## config.mk

```make
export PLATFORM = sky130hd
export DESIGN_NAME = dma_irq_status
export DESIGN_NICKNAME = d
export VERILOG_FILES = /design/src/rtl/dma_irq_pkg.sv /design/src/rtl/irq_flag_bank.sv /design/src/rtl/irq_line_gen.sv /design/src/rtl/dma_irq_status.sv
export SDC_FILE = /design/constraint.sdc
export NUM_CORES = 1
export LEC_CHECK = 0
export BUFFER_PORTS_ARGS = -buffer_cell sky130_fd_sc_hd__buf_2
export CAP_MARGIN = 15
export CORE_MARGIN = 2
export CORE_UTILIZATION = 44
export DETAILED_ROUTE_END_ITERATION = 7
export GPL_TIMING_DRIVEN = 0
export PLACE_DENSITY = 0.86
export SLEW_MARGIN = 20
export SYNTH_ARGS = -nofsm -noshare
export SYNTH_HDL_FRONTEND = slang
export SYNTH_SLANG_ARGS = --single-unit
```

## constraint.sdc

```tcl
create_clock -name clk -period 2.4 [get_ports clk]
set_clock_uncertainty 0.2 [all_clocks]
set_input_delay 0.12 -clock clk [delete_from_list [all_inputs] [get_ports clk]]
set_output_delay 0.12 -clock clk [all_outputs]
set_load 0.02 [all_outputs]
```

## src/rtl/dma_irq_pkg.sv

```systemverilog
package dma_irq_pkg;
  localparam int unsigned FIELD_W   = 8;
  localparam int unsigned DONE_LSB  = 0;
  localparam int unsigned ERR_LSB   = 16;
  localparam int unsigned STATUS_W  = 32;

  function automatic logic [STATUS_W-1:0] pack_status(
    input logic [FIELD_W-1:0] done_f,
    input logic [FIELD_W-1:0] err_f
  );
    logic [STATUS_W-1:0] img;
    img = '0;
    img[DONE_LSB +: FIELD_W] = done_f;
    img[ERR_LSB  +: FIELD_W] = err_f;
    return img;
  endfunction
endpackage

```

## src/rtl/irq_flag_bank.sv

```systemverilog
module irq_flag_bank #(
  parameter int unsigned N = 8
) (
  input  logic         clk,
  input  logic         rst,
  input  logic [N-1:0] set_i,
  input  logic [N-1:0] clr_i,
  output logic [N-1:0] flag_q,
  output logic [N-1:0] flag_nxt
);
  for (genvar i = 0; i < N; i++) begin : g_bit
    // set wins over a coincident clear
    assign flag_nxt[i] = set_i[i] | (flag_q[i] & ~clr_i[i]);

    always_ff @(posedge clk) begin
      if (rst) flag_q[i] <= 1'b0;
      else     flag_q[i] <= flag_nxt[i];
    end
  end
endmodule

```

## src/rtl/irq_line_gen.sv

```systemverilog
module irq_line_gen #(
  parameter int unsigned N = 16
) (
  input  logic         clk,
  input  logic         rst,
  input  logic [N-1:0] flag_nxt,
  input  logic [N-1:0] enable,
  output logic         irq_q
);
  logic hit;
  assign hit = |(flag_nxt & enable);

  always_ff @(posedge clk) begin
    if (rst) irq_q <= 1'b0;
    else     irq_q <= hit;
  end
endmodule

```

## src/rtl/dma_irq_status.sv

```systemverilog
module dma_irq_status #(
  parameter int unsigned NUM_CH      = 8,
  parameter int unsigned ADDR_W      = 4,
  parameter int unsigned DATA_W      = 32,
  parameter logic [ADDR_W-1:0] STATUS_ADDR = '0
) (
  input  logic              clk,
  input  logic              rst,
  input  logic [NUM_CH-1:0] done_evt,
  input  logic [NUM_CH-1:0] unmask_evt,
  input  logic [NUM_CH-1:0] done_ie,
  input  logic [NUM_CH-1:0] unmask_ie,
  input  logic              bus_wr,
  input  logic              bus_rd,
  input  logic [ADDR_W-1:0] bus_addr,
  input  logic [DATA_W-1:0] bus_wdata,
  output logic [DATA_W-1:0] bus_rdata,
  output logic              irq
);
  import dma_irq_pkg::*;

  localparam int unsigned PAD = FIELD_W - NUM_CH;

  logic              sel;
  logic [NUM_CH-1:0] clr_done, clr_err;
  logic [NUM_CH-1:0] done_q, err_q, done_nxt, err_nxt;
  logic [FIELD_W-1:0] done_w, err_w;
  logic [STATUS_W-1:0] image;

  assign sel      = (bus_addr == STATUS_ADDR);
  assign clr_done = (bus_wr && sel) ? bus_wdata[DONE_LSB +: NUM_CH] : '0;
  assign clr_err  = (bus_wr && sel) ? bus_wdata[ERR_LSB  +: NUM_CH] : '0;

  irq_flag_bank #(.N(NUM_CH)) u_done_bank (
    .clk(clk), .rst(rst), .set_i(done_evt), .clr_i(clr_done),
    .flag_q(done_q), .flag_nxt(done_nxt)
  );

  irq_flag_bank #(.N(NUM_CH)) u_err_bank (
    .clk(clk), .rst(rst), .set_i(unmask_evt), .clr_i(clr_err),
    .flag_q(err_q), .flag_nxt(err_nxt)
  );

  irq_line_gen #(.N(2*NUM_CH)) u_irq (
    .clk(clk), .rst(rst),
    .flag_nxt({err_nxt, done_nxt}),
    .enable({unmask_ie, done_ie}),
    .irq_q(irq)
  );

  generate
    if (PAD > 0) begin : g_pad
      assign done_w = {{PAD{1'b0}}, done_q};
      assign err_w  = {{PAD{1'b0}}, err_q};
    end else begin : g_full
      assign done_w = done_q;
      assign err_w  = err_q;
    end
  endgenerate

  assign image = pack_status(done_w, err_w);

  always_ff @(posedge clk) begin
    if (rst)                 bus_rdata <= '0;
    else if (bus_rd && sel)  bus_rdata <= DATA_W'(image);
    else                     bus_rdata <= '0;
  end
endmodule

```

### Word level (Yosys, flattened, before mapping)

Index checks and enable logic that the tools add are counted.
Widths: inputs -> output; s select.

* bits in registers: 49
* input bits: 72
* output and inout bits: 33

* reduce and logical (&&, ||, !) cells: 5
* mux-type cells: 2
* bitwise logic cells: 50

Operators with widths (count)
* $not 1->1: 17
* $and 1x1->1: 16
* $and 16x16->16: 1
* $mux 8: 2
* $or 1x1->1: 16
* $reduce_or 16->1: 1
* $logic_not 4->1: 1
* $logic_and 1x1->1: 2
* $reduce_or 2->1: 1

### Depth between registers and ports, before layout

Gate-level depths: netlist of run 1.

* depth after elaboration: 8
* mapped depth: 6
* gate-level depth less buffers: 4

### Cells and area by module

Synthesis of run 1 repeated with hierarchy kept, for this count alone.

* cells, all modules: 165
* area, all modules: 1645.3 µm²

Modules (own cells, without submodules)
* irq_flag_bank: area an instance 411.6 µm², times used 2, cells each 41
* dma_irq_status: area an instance 715.7 µm², times used 1, cells each 72
* irq_line_gen: area an instance 106.4 µm², times used 1, cells each 11

### Worst setup path after synthesis of run 1

No wires, ideal clock.

* path type: input to register
* from: input bus_addr[3]
* to: register u_irq.irq_q
* required time: 2.060 ns
* path slack: 0.902 ns
* data arrival time: 1.158 ns
* stages on the path: 5
* buffers on the path: 1
* cell sequence: nor4_4 buf_6 a41oi_1 nor4_1 a41oi_1

* word-level cells in the longest chain between the ends: 8
* elaborated cells between the ends (all ways): 54
* those cells by class: mux: 2; bitwise: 49; reduce/logical: 3

Ends and longest elaborated chain
* from (decl): line dma_irq_status.sv:15 `input logic [ADDR_W-1:0] bus_addr,`
* $logic_not 4->1 (*): line dma_irq_status.sv:30 `assign sel = (bus_addr == STATUS_ADDR);`
* $logic_and 1x1->1 (*): line dma_irq_status.sv:31, dma_irq_status.sv:32
* $mux 8, on equally long branches: line dma_irq_status.sv:31, dma_irq_status.sv:32
* $not 1->1: line irq_flag_bank.sv:13 `assign flag_nxt[i] = set_i[i] | (flag_q[i] & ~clr_i[i]);`
* $and 1x1->1: line irq_flag_bank.sv:13
* $or 1x1->1: line irq_flag_bank.sv:13
* $and 16x16->16 (*): line irq_line_gen.sv:11 `assign hit = |(flag_nxt & enable);`
* $reduce_or 16->1 (*): line irq_line_gen.sv:11
* to (signal assigned): line irq_line_gen.sv:15 `else irq_q <= hit;`
* to (decl): line irq_line_gen.sv:8 `output logic irq_q`

Mark *: on every way between the ends. The rest lies on a longest branch, timed or not.
A chain may end at the register's enable or synchronous reset.

### Worst setup path in the final report of run 1

* from: input bus_addr[0]
* to: register u_err_bank.flag_q[2]

* word-level cells in the longest chain between the ends: 6

Ends and longest elaborated chain
* $logic_not 4->1: line dma_irq_status.sv:30
* $logic_and 1x1->1: line dma_irq_status.sv:32 `assign clr_err = (bus_wr && sel) ? bus_wdata[ERR_LSB +: NUM_CH] : '0;`
* $mux 8: line dma_irq_status.sv:32
* $not 1->1: line irq_flag_bank.sv:13
* $and 1x1->1: line irq_flag_bank.sv:13
* $or 1x1->1: line irq_flag_bank.sv:13
* to (signal, indexed assignment): line irq_flag_bank.sv:17 `else flag_q[i] <= flag_nxt[i];`
* to (decl): line irq_flag_bank.sv:8 `output logic [N-1:0] flag_q,`

Every way passes these cells.

==> run summary, run 1 <==
For this run, the post-layout net count is 382. The part of the cycle the worst path needs is 94.4%. The endpoint kind of the worst setup timing path is a flop. In this design, the critical path's most frequently occurring cell is sky130_fd_sc_hd__dlygate4sd3_1. Buffers inserted during clock tree synthesis total 5. The setup-violating endpoint count in the final report is 0. The overall global routing resource usage is 23.0%. The global placer's final weighted congestion came out at 0.814. The worst max-slew margin expressed relative to the limit came out at 63.8%. Clock-pin slew was measured on the worst setup and hold paths at 0.09 ns. Summed over all cells, the static leakage comes to 1.21 nW.

The worst stage delay on the critical path came out at 0.57 ns. around 110 I/O pins were placed. The number of rows in the core area is 21. The multi-input logic area came out at 664 sq um.

Setup repair after global routing left no endpoint under its margin. In the global route stage, met1 resource usage came out at 24.6%. The core area came out at around 3300 sq um. The number of inserted filler cells in the final layout is 270.

The average cell area after synthesis came out at 8.40 sq um. The number of instances in the placed design came out at between 300 and 400. Using the TritonRoute via totals, the vias-per-cell ratio works out to 4.78. The required time of the critical path came out at 2.42 ns. TritonCTS built the clock tree. The global-route wire length before repair came out at 7.04 mm. The residual overflow from global routing came out at 0. The count of synthesis-stage warnings from yosys came out at 0. The flow ran to the end, and the final reports show no timing, DRC or antenna violations. The width of the die came out at 62.3 microns. At the pin with the least slew margin, the transition time is 0.544 ns. The post-synthesis sequential area ratio came out at 44.2%. The start-to-end type of the worst setup path is input port to flop. The number of buffers on the longest clock path came out at 2.

The met2 usage in global routing came out at a little over two fifths. The time the worst path needs with I/O delays and setup is 2.27 ns. The starting density of the core came out at approximately 45%. 0 antenna diodes ended up in the layout. The synthesized cell area came out at 1500 sq um. Traced cell by cell, the critical path runs through buf_2 > nor4_4 > buf_4 > nand3_1 > a21oi_1 > dlygate4sd3_1 > nor2_1 > dlygate4sd3_1. Of all cell types, the one taking the most synthesized area is sky130_fd_sc_hd__dfxtp_1. IR analysis of the VDD net gives a maximum drop of between 0.0003 and 0.0004 V. The areal power density over the cells came out at about 470 nW/um^2. The slowest stage of the critical path is the sky130_fd_sc_hd__dlygate4sd3_1 cell. At the later pin of the worst-skew pair, clock insertion delay measures 0.33 ns. The final routed wire length divided by cell count is between 10 and 15 microns.

The global-route track usage on met3 came out at 6.52%. The total negative slack for setup checks is 0 ns. The hold violation count in the final report came out at 0. The synthesized instance count came out at approximately 180. The initial antenna violation count is 0. The min-delay analysis places its worst path in the category input port to flop.

The maximum number of pins on one net before global-route repair is 11. Across the run, the number of max-cap violations was 0. The number of detailed-routing iterations run before antenna repair came out at 4.

The die area came out at about 3900 sq um. The depth of the CTS H-tree came out at 2. In the final layout, flip-flops and latches occupy 661 sq um. The area growth from synthesis to layout is 60.6%. The number of global-route vias before repair is 1637.

The detailed placement HPWL is 2.94 mm. The final-report max-slew violation count came out at 0. After detailed routing, the number of remaining DRC violations is 0. The count of nets left with antenna violations once routing finished came out at 0. The layout cell share with drive strength beyond 1 came out at 32.2%. The die outline height is slightly above 60 microns. The number of cells in the finished layout apart from fillers is 357. The maximum achievable frequency is 441 MHz. In this run the most used layer during global routing was met2.

Yosys attributes the largest share of cell area to sky130_fd_sc_hd__dfxtp_1 44%, sky130_fd_sc_hd__a41oi_1 10%, sky130_fd_sc_hd__buf_4 8.5%, sky130_fd_sc_hd__and2_1 6.7%, sky130_fd_sc_hd__a21oi_1 5.4%. The startpoint class of the critical path is an input port. The post-detailed-routing wire length came out at 4.46 mm. The share of the synthesized area in the top cell type is between 40 and 50%.

The peak fanout along the critical path came out at 10. The tree is rooted in a sky130_fd_sc_hd__clkbuf_4. The violation count after the first detailed-routing iteration is 92.

The number of clock sinks seen by CTS came out at 33. The data arrival time of the critical path came out at 2.28 ns. The total of buffers placed on input and output ports is 71. The routed layout has 1707 vias. The register bit count reported by yosys came out at 33.

The distinct cell type count of the synthesized netlist came out at 17.
==> critical path: cells and delay by family <==
kind                   cells  cell delay (ns)
AO/OA/AOI/OAI              1             0.18
buffers and inverters      4             1.49
AND/OR/NAND/NOR            3             0.49
==> cell usage after synthesis, drive strengths merged <==
library cell  instances
a41oi                17
and2                 16
conb                  1
a21oi                16
o21ai                16
inv                  16
buf                  20
nand3                16
and3b                 1
clkbuf                5
nor4                  5
dfxtp                33
nor2                 16
==> placed cells by master (no fill, tap or decap) <==
cell type / count
sky130_fd_sc_hd__inv_1: 16
sky130_fd_sc_hd__buf_4: 19
sky130_fd_sc_hd__nor4_4: 1
sky130_fd_sc_hd__clkbuf_1: 6
sky130_fd_sc_hd__and3b_1: 1
sky130_fd_sc_hd__nand3_1: 16
sky130_fd_sc_hd__clkinv_2: 2
sky130_fd_sc_hd__conb_1: 16
sky130_fd_sc_hd__a21oi_1: 16
sky130_fd_sc_hd__a41oi_1: 17
sky130_fd_sc_hd__nor2_1: 16
sky130_fd_sc_hd__and2_1: 16
sky130_fd_sc_hd__buf_6: 1
sky130_fd_sc_hd__clkbuf_4: 5
sky130_fd_sc_hd__buf_2: 72
sky130_fd_sc_hd__buf_1: 1
sky130_fd_sc_hd__o21ai_0: 16
sky130_fd_sc_hd__dlygate4sd3_1: 37
sky130_fd_sc_hd__dfxtp_1: 33
sky130_fd_sc_hd__nor4_1: 4
==> what timing repair did <==
item                                   in CTS  in global routing
resized for setup                           0                  0
endpoints found under the hold margin      16                  0
buffers inserted                            0                  2
hold buffers                               37                  0
setup endpoints to repair                   0                  3
==> area by class of cell <==
class,instances,area share [%]
repair buffers,110,30.8
flip-flops and latches,33,27.5
clock buffers,6,1.72
multi-input cells,119,27.7
inverters,16,2.50
well taps,46,2.40
clock inverters,2,0.417
plain buffers,25,6.93
==> power breakdown <==
group	switching (mW)	internal, mW
logic	0.112	0.130
clock network	0.184	0.112
registers	0.0129	0.569
total	0.308	0.811
==> flip-flops by register name, summed over array words and instances, names as in the netlist <==
name	count
u_irq.irq_q	1
u_done_bank.flag_q	8
bus_rdata	16
u_err_bank.flag_q	8
==> stage by stage <==
stage | area (sq um) | hold slack, ns | power, mW | util (%) | setup slack (ns)
after floorplan | 1550 | 0.0374 | 0.697 | - | 0.902
after global placement | 1960 | 0.152 | 0.770 | 59.3 | 0.522
after detailed placement | 1960 | 0.158 | 0.774 | 59.3 | 0.523
after CTS | 2390 | 0.0103 | 1.12 | 72.1 | 0.0998
after global routing | 2400 | 0.0134 | 1.19 | 72.5 | 0.0724
final | 2400 | 0.0119 | 1.12 | 72.5 | 0.135
==> routing by layer <==
layer | share of wire [%] | vias up
met3 | 8.7 | 5
met1 | 40 | 765
li1 | - | 859
met2 | 51 | 78
met5 | 0 | -
met4 | 0.65 | 0
==> final timing paths <==
path / slack (ns) / startpoint / end / depth (start not counted)
setup / recovery: 0.13 / bus_addr[0] / u_err_bank.flag_q[2] / 8
hold / removal: 0.01 / rst / u_err_bank.flag_q[1] / 2
setup reg to reg: 0.45 / u_err_bank.flag_q[2] / u_err_bank.flag_q[2] / 4
hold reg to reg: 0.28 / u_err_bank.flag_q[6] / bus_rdata[22] / 1
==> cells by family after synthesis <==
group	synth area share [%]
flops	44.2
compound gates	20.7
buf+inv	15.1
simple gates	19.7
other cells	0.251
Power figures use the tool's default switching activity.
==> run 2: changes to the inputs <==
==> constraint.sdc (replaced) <==
create_clock -name clk -period 2.4 [get_ports clk]
set_clock_uncertainty 0.2 [all_clocks]
set_input_delay 0 -clock clk [delete_from_list [all_inputs] [get_ports clk]]
set_output_delay 0 -clock clk [all_outputs]
set_load 0.02 [all_outputs]
==> run 2 against run 1 <==
  * Sequential cell count is the same
  * Via count rose by 0.70%
  * Sequential power about the same
  * Clock power hardly changed
  * Hold slack improved by 0.047 ns
  * Critical endpoint is now u_err_bank.flag_q[1]
==> run summary, run 2 (synthesized netlist as in run 1, its figures left out) <==
The library cell used most frequently in the layout, excluding fill and tap cells, is sky130_fd_sc_hd__buf_2. The maximum vdd ir drop is 0.000366 V. The path class of the tightest hold or removal check is input port to flop. The post-CTS repair timing setup buffer count came out at 0. The congestion estimate from routability-driven global placement came to 0.814. The number of rows in the core area came out at 21. The final routed wire length divided by cell count is 12.4 microns. The critical path contains buffers and inverters numbering 4 combined.

The total negative slack for setup checks is 0 ns. The die area is slightly below 4000 sq um. For this run, the top clock speed supported by timing is 439 MHz. The minimum setup slack in the final design came out at 0.123 ns.

The actual transition at the worst max-transition pin came out at 0.520 ns. The clock tree from TritonCTS is done. In this run the most critical hold path is launched from bus_addr[0].

The global-route wire length before repair is around 7.2 mm. The net count reported at finish came out at around 380. The number of cells in the finished layout apart from fillers is 359. Dividing total power by cell area gives a power density of ~460 nW/um^2. The worst register-to-register path has a setup slack of 0.41 ns. The via-per-instance ratio is 4.79. The initial antenna violation count is 0.

The sequential group share of total power came out at 51.8%. The net switching power of the design is around 0.31 mW. The worst max-slew margin expressed relative to the limit is 65.3%. Total power for the finished layout comes to 1.12 mW. The start-to-end type of the worst setup path is input port to flop. STA classifies the critical path startpoint as an input port. The clock input transition at the sequential cells of the worst setup and hold paths is 0.11 ns.

The endpoint of the most critical register-to-register path is u_err_bank.flag_q[1]. The depth of the CTS H-tree came out at 2. Ranked by flip-flop count, first place goes to bus_rdata. For hold timing, the worst endpoint is bus_rdata[21].

In this run, post-CTS hold repair placed 41 buffers. The number of violations of the max-capacitance limit is 0. The number of buffers on the longest clock path came out at 2. The root buffer cell chosen for the clock tree is sky130_fd_sc_hd__clkbuf_4. Global routing used 23.4% of the available tracks. The violation count after the first detailed-routing iteration came out at between 100 and 150.

The data arrival time of the critical path came out at roughly 2.3 ns. The power share of the clock group is approximately a quarter. In this run, post-CTS repair resized a total of 0 instances. STA puts the critical path data required time at 2.41 ns. In this run the static leakage power is approximately 1.2 nW. Counting cells, the worst reg-to-reg path comes to 4.

The peak fanout along the critical path came out at 10. The number of flip-flops under the largest register name is 16. Setup repair after global routing left no endpoint under its margin. The total I/O pin count came out at between 100 and 150. Relative to the synthesized area, the layout overhead comes to 62.3%. The clock buffer count from CTS came out at 5. The number of instances in the placed design came out at 310. The slowest stage cell on the critical path is sky130_fd_sc_hd__dlygate4sd3_1. The design internal power is 0.814 mW. The combinational cell fraction of total power is 21.9%. The maximum number of pins on one net before global-route repair came out at 11. The width of the die came out at 62.3 microns.

After detailed routing, the total wire length is ~4.4 mm. In this run switching power makes up between 20% and 30% of total power. The final-report max-slew violation count came out at 0.

The hold-critical path depth came out at 4. The core area came out at about 3300 sq um. Counting stages on the worst path, the most repeated cell is sky130_fd_sc_hd__dlygate4sd3_1. The layout cell share with drive strength beyond 1 is a little under a third.

The setup-violating endpoint count in the final report came out at 0. The worst stage delay on the critical path is just under 0.6 ns. The number of global-route vias before repair came out at 1654. The cell family contributing the most delay on the critical path is buffers and inverters. In this run the remaining antenna-violating nets after routing total 0. After layout, the worst path uses 94.9% of the clock period. The worst-skew pair later-pin latency came out at 0.33 ns. The remaining routing DRC violations came out at 0. Input and output buffers added on the ports amount to 71. The hold violation count in the final report is 0. The time the worst path needs with I/O delays and setup came out at ~2.3 ns. The HPWL after detailed placement is 2.94 mm.

After global routing the overflow that remains totals 0. The library cells used most frequently in the layout, excluding fill and tap cells, are 72 x sky130_fd_sc_hd__buf_2, 41 x sky130_fd_sc_hd__dlygate4sd3_1, 33 x sky130_fd_sc_hd__dfxtp_1, 17 x sky130_fd_sc_hd__buf_4, 17 x sky130_fd_sc_hd__a41oi_1. The antenna diode count came out at 0.

The worst setup path is captured at a flop. The starting density of the core is a little under half. The startpoint of the worst register-to-register path is u_err_bank.flag_q[1].

The critical path goes through buf_2 > nor4_4 > buf_4 > nand3_1 > a21oi_1 > dlygate4sd3_1 > nor2_1 > dlygate4sd3_1. The number of clock sinks seen by CTS came out at 33. The number of detailed-routing iterations run before antenna repair is 4. The die outline height is 62.3 microns. The total number of vias came out at 1719. The largest registers in the layout are bus_rdata x16, u_done_bank.flag_q x8, u_err_bank.flag_q x8. The flow ran to the end, and the final reports show no timing, DRC or antenna violations. The worst setup slack before clock tree synthesis is ~0.64 ns.
run 2: cell count changes in the layout (fill, tap and decap cells not counted), sizes merged:
cell and change:
buf -2, dlygate4sd3 +4
run 2: worst max-delay path by stage:
stage                 from                    to  slack [ns]  cells past startpoint
2_1_floorplan  bus_addr[3]           u_irq.irq_q        1.02                      5
3_3_place_gp   bus_addr[3]           u_irq.irq_q        0.64                      6
3_5_place_dp   bus_addr[3]           u_irq.irq_q        0.64                      6
4_1_cts        bus_addr[3]  u_err_bank.flag_q[1]        0.19                      8
5_1_grt        bus_addr[3]  u_err_bank.flag_q[1]        0.08                      8
6_report       bus_addr[3]  u_err_bank.flag_q[1]        0.12                      8
run 2: layout make-up:
type | instances | area [sq um]
Clock inverter | 2 | 10.0
Multi-Input combinational cell | 119 | 664
Sequential cell | 33 | 661
Clock buffer | 6 | 41.3
Fill cell | 264 | 885
Inverter | 16 | 60.1
Buffer | 25 | 166
Timing Repair Buffer | 112 | 766
Tap cell | 46 | 57.6
run 2: metrics by stage:
step / util (%) / hold WS, ns / instance area [sq um]
floorplan: - / -0.0826 / 1550
global placement: 59.3 / 0.0324 / 1960
detailed placement: 59.3 / 0.0379 / 1960
CTS: 73.3 / 0.0536 / 2430
global route: 73.3 / 0.0688 / 2430
finish: 73.3 / 0.0585 / 2430
run 2: routing by layer:
metal | track usage [%] | part of all wire [%]
met5 | 0 | 0
met2 | 44.3 | 50
met1 | 25.1 | 41
met4 | 6.94 | 1.0
met3 | 6.70 | 7.8
run 2: tightest hold or removal path: stages:
cell,delay (ns)
sky130_fd_sc_hd__buf_2,0.10
sky130_fd_sc_hd__nor4_4,0.05
sky130_fd_sc_hd__and3b_1,0.23
sky130_fd_sc_hd__and2_1,0.18
run 2: power groups by stage:
stage / Combinational, mW / Clock [mW] / Sequential (mW)
final: 0.246 / 0.295 / 0.582
after CTS: 0.241 / 0.302 / 0.581
after global placement: 0.177 / 0 / 0.593
after global routing: 0.268 / 0.339 / 0.584
after detailed placement: 0.180 / 0 / 0.594
after floorplan: 0.104 / 0 / 0.593
==> run 3: changes to the inputs <==
--- a/config.mk
+++ b/config.mk
@@ -8,10 +8,11 @@
 export BUFFER_PORTS_ARGS = -buffer_cell sky130_fd_sc_hd__buf_2
 export CAP_MARGIN = 15
 export CORE_MARGIN = 2
-export CORE_UTILIZATION = 44
+export CORE_UTILIZATION = 40
 export DETAILED_ROUTE_END_ITERATION = 7
 export GPL_TIMING_DRIVEN = 0
-export PLACE_DENSITY = 0.86
+export MAX_ROUTING_LAYER = met4
+export PLACE_DENSITY = 0.79
 export SLEW_MARGIN = 20
 export SYNTH_ARGS = -nofsm -noshare
 export SYNTH_HDL_FRONTEND = slang
==> constraint.sdc (replaced) <==
create_clock -name clk -period 2.6 [get_ports clk]
set_clock_uncertainty 0.2 [all_clocks]
set_input_delay 0 -clock clk [delete_from_list [all_inputs] [get_ports clk]]
set_output_delay 0 -clock clk [all_outputs]
set_load 0.02 [all_outputs]
==> run 3 against run 2 <==
  * Sequential cell count did not move
  * Die area rose by 9.3%
  * Sequential power fell by 7.7%
  * Non-clock buffer count fell by 2
  * Clock power rose by 26%
  * Final cell count did not move
  * Wire length rose by 6.2%
  * Combinational power fell by 8%
  * First-iteration DRC count rose by 40%
  * Critical path depth did not move
  * Design area rose by 0.57%
==> run summary, run 3 (synthesized netlist as in run 1, its figures left out) <==
The number of detailed-routing iterations run before antenna repair came out at 5. The clock passes through at most 2 buffers. The largest register by flop count is bus_rdata. The number of rows in the core area came out at 22. The number of antenna diodes in the final layout is 0. The clock drives 33 sinks.

The starting density of the core came out at 41.2%. Among all stages on the critical path, the largest delay is contributed by sky130_fd_sc_hd__dlygate4sd3_1. The area growth from synthesis to layout came out at 63.2%. The reported leakage power is about 1.2 nW.

The maximum number of pins on one net before global-route repair is 11. The post-CTS repair timing setup buffer count came out at 0. Setup repair after global routing left no endpoint under its margin.

The clock root buffer is sky130_fd_sc_hd__clkbuf_8. STA classifies the critical path endpoint as a flop. The number of violations of the max-capacitance limit is 0. Leaving out fill and tap cells, the most frequent cell in the layout is sky130_fd_sc_hd__buf_2. In the layout the commonest cells are 72 x sky130_fd_sc_hd__buf_2, 39 x sky130_fd_sc_hd__dlygate4sd3_1, 33 x sky130_fd_sc_hd__dfxtp_1, 17 x sky130_fd_sc_hd__buf_4, 17 x sky130_fd_sc_hd__a41oi_1. The global placer's final weighted congestion came out at 0.769. The number of gates resized after CTS is 0. In this design, the stage delay of the slowest critical-path cell is 0.59 ns. The die outline height came out at 65.1 microns. The total of hold buffers inserted after clock tree synthesis is 39. The total negative slack for setup checks came out at 0 ns. The run finished with clean final reports. The final routed wire length divided by cell count is 13.1 microns.

The areal power density over the cells came out at 466 nW/um^2. For this block, the initial DRC count from the detailed router was 169. The register area came out at approximately 660 sq um.

STA puts the critical path data required time at 2.57 ns. The total of buffers placed on input and output ports is 71. For this block, the via count after detailed routing is 1800. The setup-violating endpoint count in the final report is 0.

The layout cell share with drive strength beyond 1 is 31.5%. The detailed placement HPWL came out at 3.06 mm. Clock-pin slew was measured on the worst setup and hold paths at 0.07 ns. The data arrival time of the critical path came out at 2.27 ns. The number of flip-flops under the largest register name is 16. For this run, design rule violations remaining after detail routing come to 0. Measured along the x axis, the die boundary spans 65.1 microns. Of all nets on the critical path, the largest fanout is 10. The critical path goes through buf_2 > nor4_4 > buf_4 > nand3_1 > a21oi_1 > dlygate4sd3_1 > nor2_1 > dlygate4sd3_1. The final-report max-slew violation count was 0. Counting stages on the worst path, the most repeated cell is sky130_fd_sc_hd__dlygate4sd3_1. The hold violation count in the final report is 0. The residual overflow from global routing came out at 0. The critical path is of the input port to flop type. The maximum achievable frequency came out at ~440 MHz. The depth of the CTS H-tree came out at 2. The time the worst path needs with I/O delays and setup came out at approximately 2.3 ns.

The clock tree from TritonCTS is done. The overall global routing resource usage is a little under a quarter. The via-per-instance ratio came out at around 5.0. The number of global-route vias before repair came to 1744. For the worst-skew pair, the clock arrives at the later sink with an insertion delay of around 0.28 ns. The count of nets left with antenna violations once routing finished came out at 0. After layout, the worst path uses 88.1% of the clock period. The power consumption came out at between 1 and 1.5 mW. The path class of the tightest hold or removal check is input port to flop. The worst max-slew margin expressed relative to the limit is 60.4%. Detailed routing placed a total of 2.36 mm of wire on met2.

The die area came out at 4240 sq um. The core area is 3630 sq um. In the final layout, the registers with the most flip-flops are bus_rdata x16, u_done_bank.flag_q x8, u_err_bank.flag_q x8. The total I/O pin count came out at 105.

After filler insertion, the fill cell instance count of the layout stands at 321. The initial antenna violation count is 0. Summing all multi-input logic gate instances after layout gives 664 sq um. The global-route wire length before repair came out at between 7 and 8 mm.

The top routing layer in use is met4. In the detailed route, the total length drawn on met3 is between 400 and 500 microns. The routed length on met1 is 1.89 mm. The final layout contains routed wiring with a total length of 4.72 mm. The maximum vdd ir drop came out at approximately 0.00023 V. The worst setup path is launched from an input port. The net count reported at finish is 382. The clock buffer count from CTS came out at 5.

At the pin with the least slew margin, the transition time is 0.593 ns.
run 3: stage by stage:
step	util, %	hold WS, ns	area [sq um]	instances	worst slack [ns]
2_1_floorplan	-	-0.0826	1550	193	1.22
3_3_place_gp	54.1	0.0331	1970	312	0.827
6_report	67.1	0.00855	2440	359	0.309
3_5_place_dp	54.1	0.0393	1970	312	0.779
4_1_cts	67.1	0.0182	2440	359	0.333
5_1_grt	67.1	0.0351	2440	359	0.184
run 3: power breakdown:
part           leakage [nW]  switching [mW]  internal [mW]
Combinational         0.901           0.106          0.122
Clock                0.0450           0.186          0.185
Sequential            0.272          0.0119          0.525
run 3: worst paths after layout:
check	endpoint	start	slack (ns)	cells past startpoint
setup / recovery	u_done_bank.flag_q[6]	bus_addr[3]	0.31	8
hold / removal	u_irq.irq_q	bus_wdata[20]	0.009	4
setup reg to reg	u_done_bank.flag_q[6]	u_done_bank.flag_q[6]	0.66	4
hold reg to reg	bus_rdata[3]	u_done_bank.flag_q[3]	0.27	1
run 3: cell type report:
type	count	area share, %
inverter	16	2.46
multi-input combinational	119	27.2
buffer	25	6.82
clock buffer	6	2.97
timing repair buffer	110	30.6
sequential	33	27.1
tap	48	2.46
clock inverter	2	0.410
run 3: layer usage:
metal | vias up | global-route usage (%)
met3 | 8 | 4.45
met4 | 0 | 8.07
met2 | 105 | 42.7
met5 | - | -
li1 | 856 | -
met1 | 831 | 25.8
run 3: worst max-delay path, delay by kind of cell:
family | cells | cell delay [ns]
AO/OA/AOI/OAI | 1 | 0.17
buffers and inverters | 4 | 1.53
AND/OR/NAND/NOR | 3 | 0.57
